## src/rtl/sctl_pkg.sv

```systemverilog
package sctl_pkg;
    parameter int WORD_W     = 16;
    parameter int ADDR_W     = 3;
    parameter int NPORT      = 5;
    parameter int SYNC_DEPTH = 2;
    parameter int SLEEP_PORT = 4;
    parameter int SLEEP_LSB  = 0;
    parameter int CG_PORT    = 2;

    localparam int DW    = WORD_W - ADDR_W;
    localparam int CNT_W = $clog2(WORD_W + 1);

    typedef logic [DW-1:0] field_t;

    typedef struct packed {
        field_t              data;
        logic [ADDR_W-1:0]   addr;
    } word_t;

    typedef enum logic [1:0] {
        SLP_RUN  = 2'b00,
        SLP_LITE = 2'b01,
        SLP_DEEP = 2'b10,
        SLP_ALL  = 2'b11
    } sleep_e;

    function automatic field_t port_default(input int p);
        field_t v;
        v = '0;
        if (p == CG_PORT) v[2:0] = 3'b011;
        return v;
    endfunction

    function automatic field_t keep_mask(input int p);
        field_t m;
        m = '0;
        if (p == SLEEP_PORT) m[SLEEP_LSB +: 2] = 2'b11;
        return m;
    endfunction

    function automatic logic is_deep(input logic [1:0] s);
        return (s == SLP_DEEP) || (s == SLP_ALL);
    endfunction
endpackage

```

## src/rtl/sctl_sync.sv

```systemverilog
module sctl_sync #(
    parameter int W      = 3,
    parameter int STAGES = 2
) (
    input  logic         clk,
    input  logic         rst,
    input  logic [W-1:0] d,
    output logic [W-1:0] q
);
    logic [W-1:0] st [STAGES];

    always_ff @(posedge clk) begin
        if (rst) begin
            for (int i = 0; i < STAGES; i++) st[i] <= '0;
        end else begin
            st[0] <= d;
            for (int i = 1; i < STAGES; i++) st[i] <= st[i-1];
        end
    end

    assign q = st[STAGES-1];
endmodule

```

## src/rtl/sctl_rx.sv

```systemverilog
module sctl_rx
    import sctl_pkg::*;
(
    input  logic             clk,
    input  logic             rst,
    input  logic             sclk_s,
    input  logic             senb_s,
    input  logic             sdata_s,
    output logic             wr_en,
    output word_t            wr_word,
    output logic             ack,
    output logic [CNT_W-1:0] bit_cnt
);
    logic              sclk_prev;
    logic [WORD_W-1:0] shreg;
    logic              fall;
    logic              take;

    assign fall = sclk_prev & ~sclk_s;
    assign take = fall & senb_s & (bit_cnt < CNT_W'(WORD_W));

    always_ff @(posedge clk) begin
        if (rst) begin
            sclk_prev <= 1'b0;
            shreg     <= '0;
            bit_cnt   <= '0;
            ack       <= 1'b0;
        end else begin
            sclk_prev <= sclk_s;
            if (!senb_s) begin
                bit_cnt <= '0;
                ack     <= 1'b0;
            end else if (take) begin
                shreg[bit_cnt[CNT_W-2:0]] <= sdata_s;
                bit_cnt <= bit_cnt + 1'b1;
                if (bit_cnt == CNT_W'(WORD_W - 1)) ack <= 1'b1;
            end
        end
    end

    always_comb begin
        wr_word = word_t'(shreg);
        wr_word[WORD_W-1] = sdata_s;
        wr_en = take && (bit_cnt == CNT_W'(WORD_W - 1));
    end
endmodule

```

## src/rtl/sctl_regbank.sv

```systemverilog
module sctl_regbank
    import sctl_pkg::*;
(
    input  logic                clk,
    input  logic                rst,
    input  logic                wr_en,
    input  word_t               wr_word,
    output logic [NPORT*DW-1:0] cfg
);
    field_t regs [NPORT];
    field_t nxt  [NPORT];
    logic   deep;

    always_comb begin
        for (int p = 0; p < NPORT; p++) nxt[p] = regs[p];
        if (wr_en && (int'(wr_word.addr) < NPORT))
            nxt[wr_word.addr] = wr_word.data;
        deep = is_deep(nxt[SLEEP_PORT][SLEEP_LSB +: 2]);
        if (deep) begin
            for (int p = 0; p < NPORT; p++)
                nxt[p] = (nxt[p] & keep_mask(p)) | (port_default(p) & ~keep_mask(p));
        end
    end

    always_ff @(posedge clk) begin
        if (rst) begin
            for (int p = 0; p < NPORT; p++) regs[p] <= port_default(p);
        end else begin
            for (int p = 0; p < NPORT; p++) regs[p] <= nxt[p];
        end
    end

    genvar g;
    generate
        for (g = 0; g < NPORT; g++) begin : g_out
            assign cfg[g*DW +: DW] = regs[g];
        end
    endgenerate
endmodule

```

## src/rtl/sctl_port.sv

```systemverilog
module sctl_port
    import sctl_pkg::*;
(
    input  logic                clk,
    input  logic                rst,
    input  logic                sclk_i,
    input  logic                senb_i,
    input  logic                sdata_i,
    output logic                sdata_pull_o,
    output logic [NPORT*DW-1:0] cfg_o
);
    logic             sclk_s, senb_s, sdata_s;
    logic             wr_en;
    word_t            wr_word;
    logic [CNT_W-1:0] bit_cnt;

    sctl_sync #(.W(3), .STAGES(SYNC_DEPTH)) u_sync (
        .clk (clk),
        .rst (rst),
        .d   ({sclk_i, senb_i, sdata_i}),
        .q   ({sclk_s, senb_s, sdata_s})
    );

    sctl_rx u_rx (
        .clk     (clk),
        .rst     (rst),
        .sclk_s  (sclk_s),
        .senb_s  (senb_s),
        .sdata_s (sdata_s),
        .wr_en   (wr_en),
        .wr_word (wr_word),
        .ack     (sdata_pull_o),
        .bit_cnt (bit_cnt)
    );

    sctl_regbank u_bank (
        .clk     (clk),
        .rst     (rst),
        .wr_en   (wr_en),
        .wr_word (wr_word),
        .cfg     (cfg_o)
    );
endmodule

```

## config.mk

```make
export PLATFORM = sky130hd
export DESIGN_NAME = sctl_port
export DESIGN_NICKNAME = d
export VERILOG_FILES = /design/src/rtl/sctl_pkg.sv /design/src/rtl/sctl_sync.sv /design/src/rtl/sctl_rx.sv /design/src/rtl/sctl_regbank.sv /design/src/rtl/sctl_port.sv
export SDC_FILE = /design/constraint.sdc
export NUM_CORES = 1
export LEC_CHECK = 0
export ABC_AREA = 1
export BUFFER_PORTS_ARGS = -buffer_cell sky130_fd_sc_hd__buf_2
export CAP_MARGIN = 0
export CORE_ASPECT_RATIO = 1.4
export CORE_UTILIZATION = 59
export CTS_BUF_LIST = sky130_fd_sc_hd__clkbuf_2 sky130_fd_sc_hd__clkbuf_4 sky130_fd_sc_hd__clkbuf_8
export CTS_CLUSTER_DIAMETER = 50
export DETAILED_ROUTE_END_ITERATION = 7
export PLACE_DENSITY = 0.88
export SETUP_SLACK_MARGIN = 0.05
export SLEW_MARGIN = 10
export SYNTH_ARGS = -nofsm -noshare
export SYNTH_HDL_FRONTEND = slang
export SYNTH_SLANG_ARGS = --single-unit
```

## constraint.sdc

```tcl
create_clock -name clk -period 4.56 [get_ports clk]
set_input_delay 0.912 -clock clk [delete_from_list [all_inputs] [get_ports clk]]
set_output_delay 0.912 -clock clk [all_outputs]
set_load 0.05 [all_outputs]
```

# Word level (Yosys, flattened, before mapping)
# Memories as Yosys holds them, arrays and structs flattened.
# Index checks and enable logic that the tools add are counted.
[word_totals]
regBits = 23
ramBits = 71
output_inout_bits = 66
n_memories = 2
wordCells = 58
[classes]
bitwise_logic = 14
n_eq_ne = 3
magnitude_cmp = 6
reduce_logical = 8
addsub = 1
n_mux = 20
[mem_list]
columns = ["name", "depth", "width", "read_ports", "rd_ports_with_merged_regs", "wr", "line_no", "text"]
rows = [
  ["u_bank.regs", 5, 13, 5, 0, 5, "sctl_regbank.sv:10", "field_t regs [NPORT];"],
  ["u_sync.st", 2, 3, 2, 0, 2, "sctl_sync.sv:10", "logic [W-1:0] st [STAGES];"],
]
[op_table]
columns = ["op", "n"]
rows = [
  ["65-bit 2-to-1 mux", 2],
  ["13-bit 2-to-1 mux", 6],
  ["65-bit bitwise mux", 1],
  ["13-bit demux with 3-bit select", 1],
  ["16-bit bitwise mux", 1],
  ["13-bit by 2-bit AND with 13-bit output", 1],
  ["3-bit 2-to-1 mux", 3],
  ["1-bit bitwise OR", 7],
  ["5-bit by 1-bit adder with 5-bit output, second input constant", 1],
  ["5-bit by 4-bit == test with 1-bit output, second input constant", 1],
  ["4-bit by 5-bit less-than comparator with 1-bit output, second input constant", 1],
  ["5-bit less-than comparator, second input constant", 1],
  ["1-bit demux with 4-bit select", 1],
  ["2-bit == test, second input constant", 2],
  ["4-bit by 1-bit greater-or-equal comparator with 1-bit output, second input constant", 1],
  ["4-bit greater-or-equal comparator, second input constant", 1],
  ["1-bit logical AND", 4],
  ["4-bit by 1-bit less-than comparator with 1-bit output, second input constant", 1],
  ["1-bit 2-to-1 mux", 4],
  ["3-bit NOT with 4-bit output", 1],
  ["2-bit AND reduction", 2],
  ["1-bit AND", 3],
  ["3-bit less-than comparator, second input constant", 1],
  ["2-bit 2-to-1 mux", 1],
  ["other kinds (3)", 4],
]

# Longest topological paths before layout
# Gate-level depths: netlist (run 1).
[depth]
word_depth = 13
mapped_depth = 10

# Cells and area by module
# From an unflattened synthesis (run 1), not the netlist that was laid out.
[hier_totals]
hier_cells = 615
hier_area_um2 = 4088.9
[by_module_without_submodules]
columns = ["mod", "area_per_inst_um2", "cells_per_inst", "instances", "seq_area_each_um2"]
rows = [
  ["sctl_regbank", 2798.9, 435, 1, 1301.2],
  ["sctl_rx", 1102.3, 159, 1, 440.4],
  ["sctl_sync", 187.7, 21, 1, 120.1],
]

# Worst setup path before layout (run 1)
# Ideal clock, no wire load.
[synth_path]
path_kind = "flip-flop to flip-flop"
startpoint = "register u_rx.bit_cnt[0]"
endpoint = "memory u_bank.regs[0][51] (netlist name)"
setup_slack_ns = 2.823
required_ns = 4.447
stages_incl_launch_ff = 11
t_arrival_ns = 1.624
path_cell_list = "dfxtp_1 -> ha_1 -> inv_1 -> nor2_1 -> ha_1 -> nand3_2 -> nor2_1 -> buf_2 -> nor2_1 -> nor2_1 -> nor2_1"
[synth_rtl]
columns = ["item", "line_no", "text"]
rows = [
  ["start: declaration", "sctl_rx.sv:12", "output logic [CNT_W-1:0] bit_cnt"],
  ["start signal: assignment", "sctl_rx.sv:35", "bit_cnt <= bit_cnt + 1'b1;"],
  ["end: declaration", "sctl_regbank.sv:10", ""],
]

==> results of run 1 <==
layer usage:
metal / share of wire (%) / vias up / track usage, %
li1: - / 1946 / -
met1: 39 / 1689 / 31.66
met2: 48 / 155 / 46.51
met3: 7.3 / 40 / 6.269
met4: 5.5 / 0 / 19.46
met5: 0 / - / 0
where the power goes:
group / total [mW] / switching, mW / internal (mW)
clock: 0.610 / 0.300 / 0.310
sequential: 0.816 / 0.00180 / 0.814
combinational: 0.0236 / 0.0185 / 0.00515
worst max path at each step:
stage | end | slack, ps
floorplan | u_bank.regs[0][51]$_SDFFE_PP0P_ | 2820
global placement | u_bank.regs[0][46]$_SDFFE_PP0P_ | 1960
detailed placement | u_bank.regs[0][28]$_SDFFE_PP0P_ | 1810
CTS | u_bank.regs[0][28]$_SDFFE_PP0P_ | 1790
global route | u_bank.regs[0][28]$_SDFFE_PP0P_ | 1490
finish | u_bank.regs[0][28]$_SDFFE_PP0P_ | 1780
cell type report:
cell class	count	area share (%)
clock inverter	7	2.102
tap	92	2.480
inverter	99	8.005
sequential	93	40.11
clock buffer	9	2.668
timing repair buffer	71	7.709
multi-input combinational	393	36.93
sequential cells by signal, indices dropped and copies added (netlist names), named ones only:
signal,flops
u_bank.regs,64
u_rx.shreg,15
u_sync.st,6
u_rx.bit_cnt,5
u_rx.ack,1
u_rx.sclk_prev,1
cells in the mapped netlist, types with 2 or more instances:
library cell  count  share of area, %
a21oi_1          12               1.4
buf_2             2              0.24
buf_4             3              0.54
buf_6            12               3.3
clkbuf_1          9              0.81
dfxtp_1          93                45
ha_1              5               1.5
inv_1            96               8.7
inv_2             3              0.27
nand2_1          48               4.3
nand2_2           4              0.60
nand3_1          13               1.6
nor2_1          225                20
nor2_2            8               1.2
nor3_1           64               7.7
o21ai_0           4              0.48
o21bai_1          2              0.36
cell families (layout without fill, tap and decap cells):
logic type	count (synthesis)	in the layout	share of synthesized area, %
flops	93	93	44.87
simple gates	368	368	37.21
compound gates	20	20	2.593
fa+ha+maj	5	5	1.508
buf+inv	125	186	13.81
critical path, stage by stage (launching register included):
cell and delay, ps:
dfxtp_1 350, ha_1 250, inv_1 110, nor2_1 60, ha_1 200, nand3_2 70, buf_4 510, nor2_1 130
nand2_1 130, nand3_4 530, nor2_1 310
through the flow:
step | cells | hold slack, ps
2_1_floorplan | 611 | 388.3
3_3_place_gp | 748 | 388.4
3_5_place_dp | 748 | 397.8
4_1_cts | 764 | 412.1
5_1_grt | 764 | 423.2
6_report | 764 | 409.3
==> impl_results.md, run 1 <==
- Post-synth top flop: dfxtp_1
- Worst slew pin tran: about 870 ps
- Routability cong.: between 0.9 and 1
- Pin count of the biggest net entering global routing: 72
- Worst setup EP type: register
- Vias/cell: about 5
- GRT Util Overall: around 28%
- Hold wc startpoint: u_sync.st[0][2]$_SDFF_PP0_
- Die area: ~7400 um^2
- Post-Syn Nets: between 600 and 700
- Async set or reset register ratio after synthesis: 0%
- Vias in the first global route: between 3k and 4k
- P&R area growth vs syn: 11.88%
- CTS tree: yes
- FF+latch area: 1862 um^2
- Most frequent cells in the layout: nor2_1, inv_1, dfxtp_1, buf_2, nor3_1
- Dpl cell area: approximately 4400 um^2
- Fill count: 573
- TritonCTS Sinks: a little over 90
- Post-route ant nets: 0
- Total grt overflow: 0
- Pre-CTS worst setup slack: 1813 ps
- First-pass GRT wire length: roughly 16,000 um
- Seq/Total Area, Yosys: between 40% and 50%
- Worst r2r src: u_rx.bit_cnt[0]$_SDFFE_PP0P_
- # DRC: 0
- Multi-input gate area: about 1700 um^2
- DR pass1 iterations: 5
- P_leak: about 1.9 nW
- CP required: 4840 ps
- Final-stage net count: ~680
- R2r endpoint: u_bank.regs[0][28]$_SDFFE_PP0P_
- CTS Buf Count: 9
- Worst reg2reg path depth: 10
- Commonest non-fill, non-tap cell in the layout: nor2_1
- Reg clk slew, reported paths: about 80 ps
- Final worst path period share: about 61%
- Die width: around 73 um
- H-tree Lvls: 3
- Hold WC Path Type: reg -> reg
- Pwr Total: 1.449 mW
- Minimum clock period: ~2800 ps
- CP Launch Point: u_rx.bit_cnt[0]$_SDFFE_PP0P_
- Final hold violations: 0
- Setup violations, final: 0
- Post-Syn Area: roughly 4100 um^2
- Setup Fix Bufs, Post-CTS: 0
- Post-CTS Resized: 0
- WL final: roughly 9500 um
- Final WS setup: roughly 1800 ps
- Root buffer selected by CTS: clkbuf_8
- Maximum clock rate: 360.1 MHz
- Syn avg cell area: slightly below 7 um^2
- Post-synth EDFFs: 0
- Hold Path Sink: u_sync.st[0][5]$_SDFF_PP0_
- Run status: completed
- Synth cell types: 25
- Slew Viols, Final: 0
- WHS Path Cells: 2
- Final Instance Area: ~4600 um^2
- Dpl hpwl: roughly 6400 um
- Final Util: around 69%
- Core Region: 6700 um^2
- Average routed wire per standard cell: approximately 12 um
- Setup TNS: 0 ps
- R2r setup slk: about 1800 ps
- Hold-fix buffers at CTS: 0
- Syn. warnings: 0
- Flop and latch count out of synthesis: just over 90
- Via count: between 3k and 4k
- Initial cell density of the core: around three fifths
- Clock Skews: 12.27 ps
- Critical Path AT: slightly above 3000 ps
- Worst setup SP type: register
- Initial antenna violation count: 0
- Slew HR: a little over two fifths
- PwrDens: around 310 nW/um^2
- DR iter-0 viols: between 300 and 400
- Max-Cap Viols: 0
- I/O Buffers: 70
- Height of the die: a little over 100 um
- Crit path max fanout: between 70 and 80
- Max Root-Sink Buffers: 2
- Type of the worst setup path: reg -> reg
- Clk_lat worst skew: 370 ps
- Share of cells above drive strength 1: around 16%
- N_diodes: 0
- RSZ-0062 raised after global routing: false
- Top Ports: approximately 70
- Std-Cell Rows: 35
- Worst VDD drop: roughly 0.00033 V
- Cells after synthesis: ~600
Power figures use the tool's default switching activity.
==> inputs of run 2 (changes only) <==
- CORE_UTILIZATION: 59 -> 52
- PLACE_DENSITY: 0.88 -> 0.83
- clock period: 4.56 -> 2.5 ns (I/O delays scaled with it)
==> run 2 against run 1 <==
Clock power grew 57%. Flip-flop and latch count is the same. Global-route usage shrank 3.8 points. Combinational power rose by 100%. Critical path depth stayed put. Hold slack got worse by 89 ps. Utilization down 8.6 points. Sequential share of layout area down 0.52 points. Via count up 0.52%. Non-clock buffer count up 10. Fmax up 26%. First-iteration DRC count down 29%.
==> impl_results.md, run 2 (synthesis gave the netlist of run 1 again) <==
- Run status: completed
- First-pass GRT wire length: ~16,000 um
- Max reg flops: 64
- TritonCTS Sinks: between 90 and 100
- H-tree Lvls: 3
- RSZ-0062 raised after global routing: false
- Hold wc startpoint: sclk_i
- Reg with most FFs: u_bank.regs
- Max stage delay on crit path: roughly 450 ps
- R2r endpoint: u_bank.regs[0][39]$_SDFFE_PP0P_
- Final-stage net count: 687
- Commonest non-fill, non-tap cell in the layout: nor2_1
- DR iter-0 viols: roughly 260
- Vias in the first global route: 3,533
- Std-Cell Rows: 38
- Type of the worst setup path: reg -> reg
- Multi-input gate area: ~1700 um^2
- Reg clk slew, reported paths: 90 ps
- Post-CTS Resized: 0
- Critical Path AT: approximately 2500 ps
- Share of cells above drive strength 1: about 17%
- Initial antenna violation count: 0
- Pin count of the biggest net entering global routing: 62
- Setup violations, final: 0
- Slew Viols, Final: 0
- Via count: slightly below 4k
- Final hold violations: 0
- N_diodes: 0
- Top Ports: between 70 and 80
- Worst slew pin tran: 555.5 ps
- R2r setup slk: 290 ps
- Dpl cell area: roughly 4500 um^2
- Die area: approximately 8300 um^2
- Worst r2r src: u_rx.bit_cnt[0]$_SDFFE_PP0P_
- Vias/cell: approximately 5
- CP required: ~2800 ps
- Clock Skews: approximately 11 ps
- Height of the die: between 100 and 150 um
- P_leak: approximately 1.9 nW
- Clk_lat worst skew: 380 ps
- Worst VDD drop: 0.0003381 V
- Worst setup EP type: register
- Setup TNS: 0 ps
- Worst path cell trace: ha_1 > inv_1 > nor2_1 > ha_1 > nand3_2 > nor2_1 > buf_4 > nor2_1 > nor2_1 > nor2_1
- Hold Path Sink: u_sync.st[0][2]$_SDFF_PP0_
- Core Region: approximately 7700 um^2
- Initial cell density of the core: between 50% and 60%
- Max Root-Sink Buffers: 2
- FF+latch area: 1862 um^2
- Crit path max fanout: 8
- WL final: between 9000 and 10,000 um
- Total grt overflow: 0
- Routability cong.: around 0.87
- Final Instance Area: around 4700 um^2
- Pwr Total: ~2.5 mW
- Maximum clock rate: between 400 and 500 MHz
- CTS tree: yes
- Regs by FF count: u_bank.regs x64, u_rx.shreg x15, u_sync.st x6
- Post-route insts no fill: 781
- Placed insts: ~770
- PwrDens: around 530 nW/um^2
- Post-route ant nets: 0
- CP max stage cell: nor2_1
- # DRC: 0
- Fill count: between 700 and 800
- I/O Buffers: 70
- Most frequent cells in the layout: nor2_1, inv_1, dfxtp_1, buf_2, nor3_1
- Slew HR: between 60% and 70%
- Worst reg2reg path depth: 10
- Dpl hpwl: about 6800 um
- Worst hold slack: between 300 and 400 ps
- Cell mode on critical path: nor2_1
- WHS Path Cells: 3
- Root buffer selected by CTS: clkbuf_8
- CP Launch Point: u_rx.bit_cnt[0]$_SDFFE_PP0P_
- Minimum clock period: 2212 ps
- Hold WC Path Type: in -> reg
- Hold-fix buffers at CTS: 0
- Final worst path period share: around 88%
- GRT Util Overall: ~24%
- Average routed wire per standard cell: approximately 12 um
- Die width: between 70 and 80 um
- Setup Fix Bufs, Post-CTS: 0
- P&R area growth vs syn: 13.36%
- DR pass1 iterations: 5
- CTS Buf Count: 9
- Worst setup SP type: register
- Max-Cap Viols: 0
-- run 2: how the worst max path moves through the flow --
stage,cells past startpoint,to,slack (ps)
floorplan,10,u_bank.regs[0][51]$_SDFFE_PP0P_,760
CTS,10,u_bank.regs[0][39]$_SDFFE_PP0P_,320
detailed placement,10,u_bank.regs[0][39]$_SDFFE_PP0P_,360
global placement,10,u_bank.regs[0][41]$_SDFFE_PP0P_,450
global route,10,u_bank.regs[0][39]$_SDFFE_PP0P_,110
finish,10,u_bank.regs[0][39]$_SDFFE_PP0P_,290
-- run 2: per-layer routing --
layer / global-route usage [%] / vias up / share of wire (%)
met5: 0 / - / 0
met4: 14.56 / 0 / 3.7
met3: 7.119 / 32 / 6.0
met2: 42.60 / 135 / 51
met1: 25.28 / 1725 / 40
li1: - / 1958 / -
-- run 2: critical path: cells and delay by family, from the launching register on --
kind | cells | cell delay (ps)
buffers and inverters | 2 | 340
flip-flops | 1 | 410
adder cells (fa/ha/maj) | 2 | 430
AND/OR/NAND/NOR | 6 | 910
-- run 2: power by group --
group | leakage, nW | internal, mW | total, mW | switching (mW)
clock | 0.0994 | 0.459 | 0.959 | 0.499
sequential | 0.750 | 1.48 | 1.49 | 0.00321
combinational | 1.06 | 0.0126 | 0.0477 | 0.0351
-- run 2: area by class of cell --
cell class,count,area share [%]
clock inverters,1,0.1064
inverters,99,7.901
clock buffers,14,3.831
well taps,100,2.660
multi-input cells,393,36.45
flip-flops and latches,93,39.59
repair buffers,81,9.471
-- run 2: per-stage QoR --
stage	utilization (%)	worst slack, ps
after CTS	60.69	321.5
after global placement	58.30	445.0
after detailed placement	58.30	355.8
after global routing	60.69	111.8
after floorplan	-	763.2
final	60.69	288.2
